===== src/rtl/serial_tx_pkg.sv =====
// Shared constants and state type for the serial transmitter.
// Assumes a 16x oversampling scheme; codes match the control inputs.
package serial_tx_pkg;

    localparam int OVS_TICKS = 16;

    localparam logic [1:0] PAR_CODE_ODD  = 2'd1;
    localparam logic [1:0] PAR_CODE_EVEN = 2'd2;

    localparam logic [1:0] STOP_CODE_ONE  = 2'b00;
    localparam logic [1:0] STOP_CODE_HALF = 2'b01;

    typedef enum logic [2:0] {
        ST_IDLE,
        ST_WAIT,
        ST_START,
        ST_DATA,
        ST_PAR,
        ST_STOP
    } tx_state_e;

endpackage


===== src/rtl/sx_tick_gen.sv =====
// Oversample tick generator: pulses 'tick' once every 'div' clocks while
// 'en' is high (div of 0 acts as 1). Assumes 'div' is stable while enabled;
// the count restarts from zero whenever 'en' drops.
module sx_tick_gen #(
    parameter int DIV_W = 16
) (
    input  logic             clk,
    input  logic             rst_n,
    input  logic             en,
    input  logic [DIV_W-1:0] div,
    output logic             tick
);

    logic [DIV_W-1:0] cnt_q;
    logic [DIV_W-1:0] last;

    // Terminal count of the divider, treating zero as one.
    always_comb last = (div == '0) ? '0 : div - DIV_W'(1);

    assign tick = en && (cnt_q == last);

    // Divider counter, cleared when disabled or on each tick.
    always_ff @(posedge clk) begin
        if (!rst_n)           cnt_q <= '0;
        else if (!en || tick) cnt_q <= '0;
        else                  cnt_q <= cnt_q + DIV_W'(1);
    end


    tick_cnt_range_chk: assert property (@(posedge clk) disable iff (!rst_n)
        cnt_q <= last);


    tick_idle_clear_chk: assert property (@(posedge clk) disable iff (!rst_n)
        !en |=> cnt_q == '0);

endmodule


===== src/rtl/sx_shifter.sv =====
// Data shift register with running parity. 'load' captures a word; each
// 'shift' drops bit 0 and folds it into 'par_acc', so after the last data
// bit 'par_acc' is the XOR of exactly the bits that went out.
module sx_shifter #(
    parameter int DATA_W = 32
) (
    input  logic              clk,
    input  logic              rst_n,
    input  logic              load,
    input  logic [DATA_W-1:0] load_data,
    input  logic              shift,
    output logic              cur_bit,
    output logic              par_acc
);

    logic [DATA_W-1:0] sr_q;
    logic              par_q;

    // Load or shift the word, updating the running parity.
    always_ff @(posedge clk) begin
        if (!rst_n) begin
            sr_q  <= '0;
            par_q <= 1'b0;
        end else if (load) begin
            sr_q  <= load_data;
            par_q <= 1'b0;
        end else if (shift) begin
            sr_q  <= sr_q >> 1;
            par_q <= par_q ^ sr_q[0];
        end
    end

    assign cur_bit = sr_q[0];
    assign par_acc = par_q;


    load_capture_chk: assert property (@(posedge clk) disable iff (!rst_n)
        load |=> cur_bit == $past(load_data[0]) && !par_acc);

endmodule


===== src/rtl/sx_seq.sv =====
// Frame sequencer: pops a word when idle, captures the line settings,
// runs the delay, then steps through start, data, parity and stop phases
// by counting oversample ticks. Assumes 'q_data' is valid while 'q_empty'
// is low and that the queue removes its head on 'q_pop'.
module sx_seq
    import serial_tx_pkg::*;
#(
    parameter int DATA_W = 32,
    parameter int DIV_W  = 16,
    parameter int DLY_W  = 16,
    parameter int LEN_W  = $clog2(DATA_W + 1)
) (
    input  logic             clk,
    input  logic             rst_n,
    input  logic [DIV_W-1:0] baud_div,
    input  logic [LEN_W-1:0] char_len,
    input  logic [1:0]       parity_mode,
    input  logic [1:0]       stop_mode,
    input  logic [DLY_W-1:0] tx_delay,
    input  logic             q_empty,
    input  logic             tick,
    input  logic             cur_bit,
    input  logic             par_acc,
    output logic             q_pop,
    output logic             shift,
    output logic             tick_en,
    output logic [DIV_W-1:0] div_q,
    output logic             txd,
    output logic             tx_oe,
    output logic             tx_done
);

    localparam int SUB_W = $clog2(2 * OVS_TICKS);

    tx_state_e        state_q;
    logic [LEN_W-1:0] len_q, len_norm, bit_idx_q;
    logic [1:0]       par_q, stop_q;
    logic [DLY_W-1:0] dly_q;
    logic [SUB_W-1:0] sub_q, phase_last, stop_last;
    logic             par_on, bit_end, done_q;

    // Clamp the requested character size into 1..DATA_W.
    always_comb begin
        if (char_len == '0)                  len_norm = LEN_W'(1);
        else if (char_len > LEN_W'(DATA_W))  len_norm = LEN_W'(DATA_W);
        else                                 len_norm = char_len;
    end

    // Last tick index of the stop phase for the captured stop mode.
    always_comb begin
        case (stop_q)
            STOP_CODE_ONE:  stop_last = SUB_W'(OVS_TICKS - 1);
            STOP_CODE_HALF: stop_last = SUB_W'(OVS_TICKS + OVS_TICKS / 2 - 1);
            default:        stop_last = SUB_W'(2 * OVS_TICKS - 1);
        endcase
    end

    assign par_on     = (par_q == PAR_CODE_ODD) || (par_q == PAR_CODE_EVEN);
    assign phase_last = (state_q == ST_STOP) ? stop_last : SUB_W'(OVS_TICKS - 1);
    assign tick_en    = (state_q != ST_IDLE) && (state_q != ST_WAIT);
    assign bit_end    = tick && (sub_q == phase_last);
    assign q_pop      = (state_q == ST_IDLE) && !q_empty;
    assign shift      = (state_q == ST_DATA) && bit_end;
    assign tx_oe      = tick_en;
    assign tx_done    = done_q;

    // Line level for the current phase.
    always_comb begin
        case (state_q)
            ST_START: txd = 1'b0;
            ST_DATA:  txd = cur_bit;
            ST_PAR:   txd = (par_q == PAR_CODE_ODD) ? ~par_acc : par_acc;
            default:  txd = 1'b1;
        endcase
    end

    // Tick counter inside the current bit or stop phase.
    always_ff @(posedge clk) begin
        if (!rst_n)                 sub_q <= '0;
        else if (!tick_en || bit_end) sub_q <= '0;
        else if (tick)              sub_q <= sub_q + SUB_W'(1);
    end

    // Done strobe after the stop phase when nothing is queued.
    always_ff @(posedge clk) begin
        if (!rst_n) done_q <= 1'b0;
        else        done_q <= (state_q == ST_STOP) && bit_end && q_empty;
    end

    // Phase sequencing and capture of the line settings at the pop.
    always_ff @(posedge clk) begin
        if (!rst_n) begin
            state_q   <= ST_IDLE;
            len_q     <= LEN_W'(1);
            par_q     <= '0;
            stop_q    <= '0;
            dly_q     <= '0;
            div_q     <= DIV_W'(1);
            bit_idx_q <= '0;
        end else begin
            case (state_q)
                ST_IDLE: if (q_pop) begin
                    len_q   <= len_norm;
                    par_q   <= parity_mode;
                    stop_q  <= stop_mode;
                    div_q   <= baud_div;
                    dly_q   <= tx_delay;
                    state_q <= (tx_delay != '0) ? ST_WAIT : ST_START;
                end
                ST_WAIT: begin
                    if (dly_q == DLY_W'(1)) state_q <= ST_START;
                    dly_q <= dly_q - DLY_W'(1);
                end
                ST_START: if (bit_end) begin
                    bit_idx_q <= '0;
                    state_q   <= ST_DATA;
                end
                ST_DATA: if (bit_end) begin
                    bit_idx_q <= bit_idx_q + LEN_W'(1);
                    if (bit_idx_q == len_q - LEN_W'(1))
                        state_q <= par_on ? ST_PAR : ST_STOP;
                end
                ST_PAR:  if (bit_end) state_q <= ST_STOP;
                ST_STOP: if (bit_end) state_q <= ST_IDLE;
                default: state_q <= ST_IDLE;
            endcase
        end
    end


    pop_nonempty_chk: assert property (@(posedge clk) disable iff (!rst_n)
        q_pop |-> !q_empty && !tx_oe);


    done_after_frame_chk: assert property (@(posedge clk) disable iff (!rst_n)
        tx_done |-> $past(tx_oe) && !tx_oe);


    done_single_chk: assert property (@(posedge clk) disable iff (!rst_n)
        tx_done |=> !tx_done);


    oe_start_low_chk: assert property (@(posedge clk) disable iff (!rst_n)
        $rose(tx_oe) |-> !txd);


    idle_line_high_chk: assert property (@(posedge clk) disable iff (!rst_n)
        !tx_oe |-> txd);


    div_held_chk: assert property (@(posedge clk) disable iff (!rst_n)
        tx_oe && $past(tx_oe) |-> $stable(div_q));

endmodule


===== src/rtl/serial_tx.sv =====
// Top of the configurable serial transmitter: ties the tick generator,
// the data shifter and the frame sequencer together. Assumes an external
// queue that presents its head word on 'q_data' and removes it on 'q_pop'.
module serial_tx #(
    parameter int DATA_W = 32,
    parameter int DIV_W  = 16,
    parameter int DLY_W  = 16,
    parameter int LEN_W  = $clog2(DATA_W + 1)
) (
    input  logic              clk,
    input  logic              rst_n,
    input  logic [DIV_W-1:0]  baud_div,
    input  logic [LEN_W-1:0]  char_len,
    input  logic [1:0]        parity_mode,
    input  logic [1:0]        stop_mode,
    input  logic [DLY_W-1:0]  tx_delay,
    input  logic              q_empty,
    input  logic [DATA_W-1:0] q_data,
    output logic              q_pop,
    output logic              txd,
    output logic              tx_oe,
    output logic              tx_done
);

    logic             tick, tick_en, shift, cur_bit, par_acc;
    logic [DIV_W-1:0] div_q;

    sx_tick_gen #(.DIV_W(DIV_W)) u_tick (
        .clk  (clk),
        .rst_n(rst_n),
        .en   (tick_en),
        .div  (div_q),
        .tick (tick)
    );

    sx_shifter #(.DATA_W(DATA_W)) u_shift (
        .clk      (clk),
        .rst_n    (rst_n),
        .load     (q_pop),
        .load_data(q_data),
        .shift    (shift),
        .cur_bit  (cur_bit),
        .par_acc  (par_acc)
    );

    sx_seq #(
        .DATA_W(DATA_W),
        .DIV_W (DIV_W),
        .DLY_W (DLY_W),
        .LEN_W (LEN_W)
    ) u_seq (
        .clk        (clk),
        .rst_n      (rst_n),
        .baud_div   (baud_div),
        .char_len   (char_len),
        .parity_mode(parity_mode),
        .stop_mode  (stop_mode),
        .tx_delay   (tx_delay),
        .q_empty    (q_empty),
        .tick       (tick),
        .cur_bit    (cur_bit),
        .par_acc    (par_acc),
        .q_pop      (q_pop),
        .shift      (shift),
        .tick_en    (tick_en),
        .div_q      (div_q),
        .txd        (txd),
        .tx_oe      (tx_oe),
        .tx_done    (tx_done)
    );

endmodule


===== config.mk =====
export PLATFORM = sky130hd
export DESIGN_NAME = serial_tx
export DESIGN_NICKNAME = d
export VERILOG_FILES = /design/src/rtl/serial_tx_pkg.sv /design/src/rtl/sx_tick_gen.sv /design/src/rtl/sx_shifter.sv /design/src/rtl/sx_seq.sv /design/src/rtl/serial_tx.sv
export SDC_FILE = /design/constraint.sdc
export NUM_CORES = 1
export LEC_CHECK = 0
export ABC_AREA = 1
export BUFFER_PORTS_ARGS = -buffer_cell sky130_fd_sc_hd__buf_2
export CAP_MARGIN = 20
export CORE_MARGIN = 2
export CORE_UTILIZATION = 30
export CTS_CLUSTER_SIZE = 24
export DETAILED_ROUTE_END_ITERATION = 6
export GPL_TIMING_DRIVEN = 0
export PLACE_DENSITY = 0.53
export SYNTH_ARGS = -nofsm -noshare
export SYNTH_HDL_FRONTEND = slang
export SYNTH_SLANG_ARGS = --single-unit

===== constraint.sdc =====
create_clock -name clk -period 2.3 [get_ports clk]
set_input_delay 0.69 -clock clk [delete_from_list [all_inputs] [get_ports clk]]
set_output_delay 0.69 -clock clk [all_outputs]
set_load 0.005 [all_outputs]

==> results.md <==
* Post-Synthesis Cells at 942
* Initial antenna violation count at 4
* Layout Cells excl Fill at 1,343
* Number of remaining DRC errors at 0
* Status: finished, violations left
* Final wirelength at 18.39 mm
* Failing checks: negative setup slack
* Setup WS pre-CTS at -0.4697 ns
* Global route overflow at 0
* VDD IR max at 476.9 µV
* Area delta synth->final at 26.93%
* Cell area after synthesis at 6342 µm²
* CTS tree: yes
* Area leader, netlist: dfxtp_1
* Seq/Total Area, Yosys at 0.3346
* Setup TNS at -2.421 ns
* Placed cell count at 1,297
* All-Layer GR Usage at 0.1648
* Final worst slack at -0.08229 ns
* Core area at 20,890 µm²
* H-Tree Depth at 3
* Total CTS buffers at 9
* Yosys warnings at 0
* Die footprint at 22,320 µm²
* Share of cells above drive strength 1 at 0.2371
* Worst endpoint required time at 2.57 ns
* Top_reg_cell synth: dfxtp_1
* Final Cell Area at 8050 µm²
* Fillers at 2,236
* Crit-path max FO at 10
* DP Area at 7087 µm²
* Max Clk Rate at 419.8 MHz
* Avg Inst Size Synth at 6.733 µm²
* Setup CP Type: reg -> reg
* PD cells at 1109 nW/µm²
* Row cnt at 53
* Worst min path class: reg -> reg
* Final #Nets at 1,147
* Slew @ Worst Pin at 0.8113 ns
* Vias in the first global route at 5,762
* Core Util, Final at 0.3854
* Cell with the most instances after synthesis: nand2_1
* Final setup violation count at 38
* First-pass GRT wire length at 28.95 mm
* Clk_skew at 0.009383 ns
* Final Wtd Congestion at 0.9075
* Maximum clock path buffer count at 2
* Clk Tree Root Cell: clkbuf_16
* Min Clock Period, post-route at 2.382 ns
* Dpl hpwl at 13.73 mm
* Final worst-path cycle share at 1.036
* ANT nets after route at 0
* Number of flops mapped to enable cells by yosys at 0
* Initial DRC count at 399
* Clk slew on worst S/H paths at 0.08 ns
* Total nets after synthesis at 1,027
* Crit end category: register
* Hold Violations, Final at 0
* Reg2Reg Setup Slack at -0.08 ns
* Pin count of the biggest net entering global routing at 20
* Vias per cell at 4.654
* Yosys reg bits at 106
* Die Height at 149.4 µm
* Worst setup SP type: register
* Die width at 149.4 µm
* Max-Cap Viols at 0
* Yosys top cell area share at 0.3346
* Routed len/inst at 13.69 µm
* RSZ-0062 raised after global routing: yes
* Final Max Slew Viols at 0
* Initial Utilization at 0.3036
* Clock latency on the worst-skew pair at 0.37 ns
* IO Port Bufs at 80
* CTS Sinks at 106
* Post-synth top cells: 242 x nand2_1, 168 x nor2_1, 106 x dfxtp_1, 80 x inv_1, 55 x nand3_1
* Rel. slew slack at 0.4591
* Min Hold Slack at 0.4403 ns
* Io pins at 81
* Pre-antenna DRT Iters at 5
* Leakage Power at 3.488 nW
* Largest cells by area after synthesis: dfxtp_1 33%, nand2_1 14%, nor2_1 9.9%
* DR vias at 6,250
* Synth cell types at 44
* WP data arrival at 2.66 ns
* FFs w/ async S/R, synth at 0
* Total power at 8.925 mW
-- cells by family after synthesis --
family,count (synthesis),share of synthesized area
AND/OR/NAND/NOR,538,0.3792
buffers and inverters,119,0.08226
AO/OA/AOI/OAI,107,0.09390
flip-flops,106,0.3346
XOR/XNOR,34,0.04695
multiplexers,30,0.04735
adder cells (fa/ha/maj),8,0.01578
-- worst max-delay path, stage by stage (launching register included) --
cell,delay (ns)
dfxtp_1,0.41
nor2_1,0.08
nand2_1,0.16
nor2_8,0.06
nand2_8,0.10
buf_6,0.17
nand3_1,0.09
nand2_1,0.11
nand2_2,0.09
nor2_4,0.15
nand4_4,0.11
nor2_4,0.15
nand4_4,0.14
nand2_8,0.16
buf_8,0.14
nand2_1,0.05
nand2_1,0.05
nor2_1,0.04
-- placed cells by master, fill, tap and decap left out, types with 5 or more instances in the layout --
cell type | Yosys | layout
a21oi_2 | 0 | 5
mux2i_1 | 30 | 30
dfxtp_2 | 0 | 6
buf_6 | 9 | 10
buf_8 | 0 | 9
nor2_1 | 168 | 153
nor2_4 | 7 | 17
o21ai_0 | 40 | 40
inv_2 | 6 | 6
nor3_1 | 13 | 8
a31oi_1 | 6 | 6
o211ai_1 | 6 | 6
nor2_2 | 5 | 10
xnor2_1 | 10 | 10
a21oi_1 | 39 | 34
clkbuf_16 | 0 | 9
xor2_1 | 24 | 23
nand3_2 | 8 | 16
nand3_1 | 55 | 45
buf_4 | 0 | 23
inv_1 | 80 | 77
nand2_2 | 4 | 19
dfxtp_1 | 106 | 98
nand2_1 | 242 | 225
nor4_1 | 5 | 5
nand4_1 | 18 | 18
buf_2 | 6 | 84
clkbuf_1 | 17 | 13
ha_1 | 8 | 7
-- routing by layer --
metal	track usage	up-vias	part of all wire	wire length, µm
met1	0.2137	2831	0.47	8566
met2	0.2693	100	0.47	8685
li1	-	3292	-	-
met3	0.03486	23	0.043	788
met4	0.06048	4	0.018	323
met5	0	-	0.0015	27
-- layout make-up --
type	instances	area, µm²	area share
clock buffer	9	225.2	0.02798
timing repair buffer	109	640.6	0.07958
clock inverter	7	62.56	0.007771
antenna	1	2.502	0.0003108
multi-input combinational	717	4043	0.5022
inverter	87	336.6	0.04181
sequential	106	2137	0.2655
tap	275	344.1	0.04274
buffer	32	259.0	0.03217
-- power by group --
| group | switching (mW) | leakage [nW] | internal [mW] |
|---|---|---|---|
| Combinational | 2.87 | 2.49 | 1.82 |
| Clock | 0.816 | 0.132 | 0.755 |
| Sequential | 0.360 | 0.871 | 2.30 |
-- flip-flops by register name, indices dropped and copies added, names as in the netlist --
name and count:
u_tick.cnt_q 16, u_seq.tx_done 1, u_shift.par_acc 1, u_seq.stop_q 2, u_seq.sub_q 5, u_seq.div_q 16, u_seq.bit_idx_q 6, u_seq.state_q 3
u_seq.par_q 2, u_seq.dly_q 16, u_shift.sr_q 32, u_seq.len_q 6
-- what timing repair did --
| action | CTS | global route |
|---|---|---|
| hold buffers | 0 | 0 |
| endpoints found under the setup margin | 98 | 98 |
| cloned | 0 | 0 |
| pin swaps | 20 | 26 |
| resized for setup | 59 | 68 |
| setup buffers | 13 | 17 |
| hold endpoints to repair | 0 | 0 |
-- path summary, 6_finish.rpt --
| check | from | end | cells after the start |
|---|---|---|---|
| worst min-delay path | u_tick.cnt_q[0] | u_tick.cnt_q[0] | 1 |
| worst max register to register | u_seq.div_q[8] | u_shift.sr_q[3] | 17 |
| worst max-delay path | u_seq.div_q[8] | u_shift.sr_q[3] | 17 |
| worst min register to register | u_tick.cnt_q[0] | u_tick.cnt_q[0] | 1 |
No activity file was read; power rests on OpenSTA's default activity.
